File: src/rtl/txbuf_pkg.sv
package txbuf_pkg;
   localparam int unsigned TXB_SLOTS = 2;

   localparam logic [2:0] A_SEL   = 3'd0;
   localparam logic [2:0] A_DATA  = 3'd1;
   localparam logic [2:0] A_LEN0  = 3'd2;
   localparam logic [2:0] A_LEN1  = 3'd3;
   localparam logic [2:0] A_CTL0  = 3'd4;
   localparam logic [2:0] A_CTL1  = 3'd5;
   localparam logic [2:0] A_ISTAT = 3'd6;
   localparam logic [2:0] A_IEN   = 3'd7;
endpackage

File: src/rtl/txbuf_slot_store.sv
module txbuf_slot_store #(
   parameter int unsigned DATA_W = 32,
   parameter int unsigned WORDS  = 16,
   parameter int unsigned LEN_W  = 16,
   parameter int unsigned EFF_W  = 7
) (
   input  logic                       clk,
   input  logic                       rst_n,
   input  logic                       fill_rewind,
   input  logic                       fill_we,
   input  logic [DATA_W-1:0]          fill_word,
   input  logic                       len_we,
   input  logic [LEN_W-1:0]           len_wdata,
   input  logic                       start_req,
   input  logic                       finish,
   input  logic [$clog2(WORDS)-1:0]   rd_idx,
   output logic [DATA_W-1:0]          rd_word,
   output logic [LEN_W-1:0]           len_q,
   output logic [EFF_W-1:0]           len_eff,
   output logic                       busy_q,
   output logic                       start_ok
);
   localparam int unsigned PTR_W = $clog2(WORDS) + 1;
   localparam int unsigned CAP   = WORDS * (DATA_W / 8);

   logic [DATA_W-1:0] mem [WORDS];
   logic [PTR_W-1:0]  ptr_q;
   logic              room;
   logic              store;

   assign room     = ptr_q < PTR_W'(WORDS);
   assign store    = fill_we && !busy_q && room;
   assign start_ok = start_req && !busy_q;
   assign rd_word  = mem[rd_idx];
   assign len_eff  = (len_q > LEN_W'(CAP)) ? EFF_W'(CAP) : EFF_W'(len_q);

   always_ff @(posedge clk) begin
      if (store) mem[ptr_q[PTR_W-2:0]] <= fill_word;
   end

   always_ff @(posedge clk or negedge rst_n) begin
      if (!rst_n) begin
         ptr_q  <= '0;
         len_q  <= '0;
         busy_q <= 1'b0;
      end else begin
         if (fill_rewind)         ptr_q <= '0;
         else if (store)          ptr_q <= ptr_q + 1'b1;
         if (len_we && !busy_q)   len_q <= len_wdata;
         if (start_ok)            busy_q <= 1'b1;
         else if (finish)         busy_q <= 1'b0;
      end
   end
endmodule

File: src/rtl/txbuf_order_q.sv
module txbuf_order_q #(
   parameter int unsigned ENTRIES = 2,
   parameter int unsigned ID_W    = 1,
   parameter int unsigned CNT_W   = 2
) (
   input  logic             clk,
   input  logic             rst_n,
   input  logic             push,
   input  logic [ID_W-1:0]  push_id,
   input  logic             pop,
   output logic [ID_W-1:0]  head_id,
   output logic             empty,
   output logic [CNT_W-1:0] count
);
   localparam int unsigned IW = $clog2(ENTRIES);

   logic [ID_W-1:0]  ids_q [ENTRIES];
   logic [CNT_W-1:0] cnt_q;
   logic [CNT_W-1:0] wr_pos;

   assign wr_pos  = pop ? cnt_q - 1'b1 : cnt_q;
   assign head_id = ids_q[0];
   assign empty   = (cnt_q == '0);
   assign count   = cnt_q;

   always_ff @(posedge clk or negedge rst_n) begin
      if (!rst_n) begin
         cnt_q <= '0;
         for (int i = 0; i < ENTRIES; i++) ids_q[i] <= '0;
      end else begin
         if (pop) begin
            for (int i = 0; i < ENTRIES - 1; i++) ids_q[i] <= ids_q[i+1];
         end
         if (push) ids_q[wr_pos[IW-1:0]] <= push_id;
         cnt_q <= cnt_q + CNT_W'(push) - CNT_W'(pop);
      end
   end
endmodule

File: src/rtl/txbuf_byte_tx.sv
module txbuf_byte_tx #(
   parameter int unsigned DATA_W = 32,
   parameter int unsigned SLOTS  = 2,
   parameter int unsigned ID_W   = 1,
   parameter int unsigned WORDS  = 16,
   parameter int unsigned EFF_W  = 7
) (
   input  logic                         clk,
   input  logic                         rst_n,
   input  logic                         q_empty,
   input  logic [ID_W-1:0]              q_head,
   output logic                         q_pop,
   input  logic [SLOTS-1:0][EFF_W-1:0]  len_eff,
   output logic [ID_W-1:0]              rd_slot,
   output logic [$clog2(WORDS)-1:0]     rd_idx,
   input  logic [DATA_W-1:0]            rd_word,
   output logic                         tx_valid,
   output logic [7:0]                   tx_data,
   output logic                         tx_last,
   input  logic                         tx_ready,
   output logic [SLOTS-1:0]             finish
);
   localparam int unsigned LANE_W = $clog2(DATA_W / 8);
   localparam int unsigned WIDX_W = $clog2(WORDS);

   logic             active_q;
   logic [ID_W-1:0]  cur_q;
   logic [EFF_W-1:0] bidx_q;
   logic [EFF_W-1:0] head_len;
   logic [EFF_W-1:0] cur_len;
   logic [LANE_W-1:0] lane;

   assign head_len = len_eff[q_head];
   assign cur_len  = len_eff[cur_q];
   assign lane     = bidx_q[LANE_W-1:0];
   assign q_pop    = !active_q && !q_empty;
   assign rd_slot  = cur_q;
   assign rd_idx   = bidx_q[LANE_W +: WIDX_W];
   assign tx_valid = active_q;
   assign tx_last  = active_q && (bidx_q == cur_len - 1'b1);
   assign tx_data  = rd_word[8*lane +: 8];

   always_comb begin
      finish = '0;
      if (active_q && tx_ready && tx_last) finish[cur_q] = 1'b1;
      if (q_pop && head_len == '0)         finish[q_head] = 1'b1;
   end

   always_ff @(posedge clk or negedge rst_n) begin
      if (!rst_n) begin
         active_q <= 1'b0;
         cur_q    <= '0;
         bidx_q   <= '0;
      end else if (q_pop) begin
         cur_q    <= q_head;
         bidx_q   <= '0;
         active_q <= (head_len != '0);
      end else if (active_q && tx_ready) begin
         if (tx_last) active_q <= 1'b0;
         else         bidx_q   <= bidx_q + 1'b1;
      end
   end
endmodule

File: src/rtl/txbuf_dual_slot.sv
module txbuf_dual_slot
   import txbuf_pkg::*;
#(
   parameter int unsigned DATA_W         = 32,
   parameter int unsigned WORDS_PER_SLOT = 16,
   parameter int unsigned LEN_W          = 16,
   parameter bit          IRQ_REG        = 1'b0
) (
   input  logic              clk,
   input  logic              rst_n,
   input  logic              reg_we,
   input  logic [2:0]        reg_waddr,
   input  logic [DATA_W-1:0] reg_wdata,
   input  logic [2:0]        reg_raddr,
   output logic [DATA_W-1:0] reg_rdata,
   output logic              irq,
   output logic              tx_valid,
   output logic [7:0]        tx_data,
   output logic              tx_last,
   input  logic              tx_ready
);
   localparam int unsigned SLOTS  = TXB_SLOTS;
   localparam int unsigned ID_W   = $clog2(SLOTS);
   localparam int unsigned CNT_W  = $clog2(SLOTS + 1);
   localparam int unsigned CAP    = WORDS_PER_SLOT * (DATA_W / 8);
   localparam int unsigned EFF_W  = $clog2(CAP + 1);
   localparam int unsigned WIDX_W = $clog2(WORDS_PER_SLOT);

   if (DATA_W % 8 != 0 || DATA_W < 16) begin : g_bad_data_w
      $error("DATA_W must be a multiple of 8 and at least 16");
   end
   if (WORDS_PER_SLOT < 2) begin : g_bad_words
      $error("WORDS_PER_SLOT must be at least 2");
   end
   if (LEN_W < EFF_W || LEN_W > DATA_W) begin : g_bad_len_w
      $error("LEN_W must cover the slot capacity and fit a data word");
   end

   logic [ID_W-1:0]               sel_q;
   logic [SLOTS-1:0]              istat_q;
   logic [SLOTS-1:0]              ien_q;
   logic [SLOTS-1:0]              fill_we, rewind, len_we, start_req, start_ok;
   logic [SLOTS-1:0]              slot_busy, finish;
   logic [DATA_W-1:0]             slot_word [SLOTS];
   logic [SLOTS-1:0][LEN_W-1:0]   len_q;
   logic [SLOTS-1:0][EFF_W-1:0]   len_eff;
   logic [ID_W-1:0]               rd_slot, q_head, push_id;
   logic [WIDX_W-1:0]             rd_idx;
   logic                          q_pop, q_empty, push;
   logic [CNT_W-1:0]              q_count;
   logic [SLOTS-1:0]              w1c;

   for (genvar s = 0; s < SLOTS; s++) begin : g_slot
      assign fill_we[s]   = reg_we && reg_waddr == A_DATA && sel_q == ID_W'(s);
      assign rewind[s]    = reg_we && reg_waddr == A_SEL && reg_wdata[ID_W-1:0] == ID_W'(s);
      assign len_we[s]    = reg_we && reg_waddr == A_LEN0 + 3'(s);
      assign start_req[s] = reg_we && reg_waddr == A_CTL0 + 3'(s) && reg_wdata[0];

      txbuf_slot_store #(
         .DATA_W(DATA_W), .WORDS(WORDS_PER_SLOT), .LEN_W(LEN_W), .EFF_W(EFF_W)
      ) u_store (
         .clk        (clk),
         .rst_n      (rst_n),
         .fill_rewind(rewind[s]),
         .fill_we    (fill_we[s]),
         .fill_word  (reg_wdata),
         .len_we     (len_we[s]),
         .len_wdata  (reg_wdata[LEN_W-1:0]),
         .start_req  (start_req[s]),
         .finish     (finish[s]),
         .rd_idx     (rd_idx),
         .rd_word    (slot_word[s]),
         .len_q      (len_q[s]),
         .len_eff    (len_eff[s]),
         .busy_q     (slot_busy[s]),
         .start_ok   (start_ok[s])
      );
   end

   assign push = |start_ok;
   always_comb begin
      push_id = '0;
      for (int s = 0; s < SLOTS; s++) if (start_ok[s]) push_id = ID_W'(s);
   end

   txbuf_order_q #(.ENTRIES(SLOTS), .ID_W(ID_W), .CNT_W(CNT_W)) u_order (
      .clk    (clk),
      .rst_n  (rst_n),
      .push   (push),
      .push_id(push_id),
      .pop    (q_pop),
      .head_id(q_head),
      .empty  (q_empty),
      .count  (q_count)
   );

   txbuf_byte_tx #(
      .DATA_W(DATA_W), .SLOTS(SLOTS), .ID_W(ID_W), .WORDS(WORDS_PER_SLOT), .EFF_W(EFF_W)
   ) u_tx (
      .clk     (clk),
      .rst_n   (rst_n),
      .q_empty (q_empty),
      .q_head  (q_head),
      .q_pop   (q_pop),
      .len_eff (len_eff),
      .rd_slot (rd_slot),
      .rd_idx  (rd_idx),
      .rd_word (slot_word[rd_slot]),
      .tx_valid(tx_valid),
      .tx_data (tx_data),
      .tx_last (tx_last),
      .tx_ready(tx_ready),
      .finish  (finish)
   );

   assign w1c = (reg_we && reg_waddr == A_ISTAT) ? reg_wdata[SLOTS-1:0] : '0;

   always_ff @(posedge clk or negedge rst_n) begin
      if (!rst_n) begin
         sel_q   <= '0;
         istat_q <= '0;
         ien_q   <= '0;
      end else begin
         if (reg_we && reg_waddr == A_SEL) sel_q <= reg_wdata[ID_W-1:0];
         if (reg_we && reg_waddr == A_IEN) ien_q <= reg_wdata[SLOTS-1:0];
         istat_q <= (istat_q & ~w1c) | finish;
      end
   end

   if (IRQ_REG) begin : g_irq_flop
      logic irq_q;
      always_ff @(posedge clk or negedge rst_n) begin
         if (!rst_n) irq_q <= 1'b0;
         else        irq_q <= |(istat_q & ien_q);
      end
      assign irq = irq_q;
   end else begin : g_irq_comb
      assign irq = |(istat_q & ien_q);
   end

   always_comb begin
      reg_rdata = '0;
      case (reg_raddr)
         A_SEL:   reg_rdata[ID_W-1:0]  = sel_q;
         A_LEN0:  reg_rdata[LEN_W-1:0] = len_q[0];
         A_LEN1:  reg_rdata[LEN_W-1:0] = len_q[1];
         A_CTL0:  reg_rdata[0]         = slot_busy[0];
         A_CTL1:  reg_rdata[0]         = slot_busy[1];
         A_ISTAT: reg_rdata[SLOTS-1:0] = istat_q;
         A_IEN:   reg_rdata[SLOTS-1:0] = ien_q;
         default: reg_rdata            = '0;
      endcase
   end
endmodule

File: config.mk
export PLATFORM = sky130hd
export DESIGN_NAME = txbuf_dual_slot
export DESIGN_NICKNAME = d
export VERILOG_FILES = /design/src/rtl/txbuf_pkg.sv /design/src/rtl/txbuf_slot_store.sv /design/src/rtl/txbuf_order_q.sv /design/src/rtl/txbuf_byte_tx.sv /design/src/rtl/txbuf_dual_slot.sv
export SDC_FILE = /design/constraint.sdc
export NUM_CORES = 1
export LEC_CHECK = 0
export BUFFER_PORTS_ARGS = -buffer_cell sky130_fd_sc_hd__clkbuf_2
export CORE_ASPECT_RATIO = 0.6
export CORE_MARGIN = 2
export CORE_UTILIZATION = 29
export DETAILED_ROUTE_END_ITERATION = 8
export PLACE_DENSITY = 0.51
export SLEW_MARGIN = 25
export SYNTH_ARGS = -nofsm -noshare
export SYNTH_HDL_FRONTEND = slang
export SYNTH_HIERARCHICAL = 1
export SYNTH_SLANG_ARGS = --single-unit
export TNS_END_PERCENT = 30
File: constraint.sdc
create_clock -name clk -period 5.12 [get_ports clk]
set_input_delay 0.256 -clock clk [delete_from_list [all_inputs] [get_ports clk]]
set_output_delay 0.256 -clock clk [all_outputs]
set_load 0.005 [all_outputs]
==> summary.md <==
| Metric | Value |
|---|---|
| Status | completed |
| Gpl congestion | approximately 0.76 |
| Hpwl dp | between 60000 and 70000 um |
| Critical Setup Path Class | flip-flop to output pin |
| Top Ports | 85 |
| Vias in the first global route | approximately 22k |
| EDFF count, synth | 1024 |
| Fin. max-slew vios | 0 |
| DRC | 0 |
| Yosys cell types | 53 |
| Sink Count | approximately 1.1k |
| Post-Route WL | 119000 um |
| Number of fill cells | 13.7k |
| Highest clock rate | approximately 220 MHz |
| Worst Max-Slew Pin Slew | about 1000 ps |
| Gr ovfl total | 0 |
| CTS tree | done |
| Clock Tree Buf Depth | 3 |
| Syn Inst Count | 2016 |
| Yosys warns | 6 |
| Final min period | 4450 ps |
| First-pass GRT wire length | 168000 um |
| LEAKAGE | approximately 15 nW |
| Die Y | ~300 um |
| Synthesized area | 42700 sq um |
| Area delta synth->final | 14.9% |
| Fraction of the yosys area taken by sequential cells | ~76% |
| Placement Setup Slack | ~1200 ps |
| DR WL/cell | 28.6 um |
| Initial DRC count | roughly 2.6k |
| Vias/cell | slightly above 5 |
| Nets@finish | 2211 |
| Initial antenna violation count | 15 |
| Worst-skew pair later-pin latency | around 710 ps |
| PnR worst setup slack | between 600 and 700 ps |
| Top FF cell, synth | edfxtp_1 |
| Layout cells sized above 1 | between 30% and 40% |
| Post-CTS Hold Fix Bufs | 8 |
| Die extent in x | between 400 and 500 um |
| Vias | between 20k and 25k |
| Register bit total from synthesis | about 1.1k |
| Setup TNS | 0 ps |
| Startpoint types | flip-flop |
| Post-synth ARST share | 5.71% |
| Data required time at the worst endpoint | approximately 4900 ps |
| Worst setup EP type | output pin |
| Endpoints failing hold | 0 |
| Root buffer cell | clkbuf_16 |
| Slew HR | roughly a third |
| Initial Utilization | between 20% and 30% |
| Largest net degree at the start of global routing | 70 |
| DR pass1 iterations | 5 |
| Placeable Area | 147000 sq um |
| Gr usage total | between 10% and 20% |
| Final period util | between 80% and 90% |
| H-tree level count | 3 |
| P per Cell Area | 474 nW/um^2 |
| Die ar. | roughly 150000 sq um |
| # rows | about 110 |
| ANT nets after route | 0 |
| Final Setup Violations | 0 |
| Port buffer count | around 70 |
| # resized after CTS | 0 |
| Max-Cap Viols | 0 |
| Crit Path Max Fanout | 33 |
| Mean post-synth cell area | 21.2 sq um |
| Worst vdd ir | about 0.00027 V |
| Setup Fix Bufs, Post-CTS | 0 |
| Worst hold path class | input pin to flip-flop |
| Clk_skew | 22.7 ps |
| Setup repair after global routing missed its margin | no |
| CTS buffer count | 100 |
| CP arrival | roughly 4200 ps |
| CTS clk-pin slew, worst paths | around 60 ps |
## cell usage after synthesis (all sizes together) (10+ instances only)
cell	number	area [sq um]
edfxtp	1024	30700
mux4	266	5990
a22oi	128	961
nand2	85	319
buf	84	517
mux2	71	803
dfrtp	62	1550
nor2	58	218
clkbuf	43	161
mux2i	25	250
nor3	20	105
nor3b	15	113
ha	12	150
xnor2	11	96.3
nand2b	10	62.6
o21ai	10	50.0
## worst paths after layout
| path | startpoint | end | slack (ps) | depth (start not counted) |
|---|---|---|---|---|
| setup / recovery | u_tx/bidx_q[2] | tx_data[7] | 670 | 7 |
| setup reg to reg | g_slot[1].u_store/len_q[15] | g_slot[1].u_store/busy_q | 1380 | 12 |
| hold / removal | reg_waddr[0] | istat_q[0] | 80 | 4 |
| max in group asynchronous | rst_n | u_tx/bidx_q[2] | 4160 | 3 |
| hold reg to reg | u_order/count[1] | u_order/count[1] | 480 | 1 |
| min in group asynchronous | rst_n | g_slot[0].u_store/len_q[6] | 310 | 3 |
## state kept, by name (all words and copies together) (netlist names), named ones only
name and count:
ien_q 2, g_slot.u_store/mem 1024, u_tx/bidx_q 7, u_order/count 2
u_order/head_id 1, u_tx/tx_valid 1, g_slot.u_store/ptr_q 10, sel_q 1
g_slot.u_store/busy_q 2, g_slot.u_store/len_q 32, u_tx/rd_slot 1, istat_q 2
## layout by cell type (no fill, tap or decap), types with 10 or more instances in the layout
master / netlist / final
a22oi_1: 128 / 128
buf_12: 0 / 10
buf_4: 39 / 65
clkbuf_1: 43 / 20
clkbuf_16: 0 / 101
clkbuf_2: 0 / 67
clkinv_1: 1 / 20
clkinv_2: 0 / 13
conb_1: 1 / 16
dfrtp_1: 62 / 59
edfxtp_1: 1024 / 1024
ha_1: 12 / 12
mux2_2: 66 / 66
mux2i_1: 25 / 25
mux4_2: 266 / 266
nand2_1: 85 / 85
nand2b_1: 10 / 10
nor2_1: 58 / 32
nor2_4: 0 / 26
nor3_1: 19 / 10
nor3_2: 1 / 10
nor3b_1: 15 / 15
xnor2_1: 11 / 11
## metrics by stage
stage / total power [W] / instance area (sq um) / util [%] / hold slack, ps / cells
floorplan: 0.0141 / 42800 / - / -39.6 / 2031
global placement: 0.0161 / 45800 / 31.2 / 463 / 3989
detailed placement: 0.0162 / 45800 / 31.2 / 467 / 3989
CTS: 0.0235 / 49100 / 33.4 / 16.7 / 4173
global route: 0.0242 / 49100 / 33.4 / 81.4 / 4173
finish: 0.0233 / 49100 / 33.4 / 82.6 / 4174
## final cells by class
type | count | area (sq um) | area share, %
multi-input combinational | 809 | 10000 | 20.4
tap | 1942 | 2430 | 4.95
inverter | 9 | 33.8 | 0.0688
clock buffer | 121 | 2600 | 5.30
sequential | 1086 | 32300 | 65.8
clock inverter | 55 | 551 | 1.12
timing repair buffer | 151 | 1110 | 2.26
antenna | 1 | 2.50 | 0.00510
## layer usage
| layer | global-route usage [%] | wire [um] |
|---|---|---|
| met4 | 3.41 | 2170 |
| met2 | 23.2 | 52300 |
| met5 | 0 | 45 |
| met1 | 24.5 | 56200 |
| met3 | 2.71 | 8750 |
## report_power, final
group / internal [W] / switching (W) / leakage, nW
Clock: 0.00408 / 0.00330 / 1.53
Combinational: 0.00265 / 0.00297 / 3.79
Sequential: 0.00987 / 0.000393 / 9.97
## logic make-up (layout without fill, tap and decap cells)
group / after synthesis / after routing / share of synthesized area [%]
XOR/XNOR: 16 / 16 / 0.328
AO/OA/AOI/OAI: 163 / 163 / 2.81
flip-flops: 1086 / 1086 / 75.6
AND/OR/NAND/NOR: 240 / 240 / 2.71
buffers and inverters: 136 / 336 / 1.67
other: 1 / 17 / 0.00878
multiplexers: 362 / 362 / 16.5
adder cells (fa/ha/maj): 12 / 12 / 0.352
## critical path: stages (launching register included)
cell and delay [ps]:
dfrtp_4 900, buf_4 510, mux4_2 570, a22oi_1 350, nand2_1 170, mux2_2 290, mux4_2 530, clkbuf_2 150
Note: power is estimated with default switching activity, not from simulation.
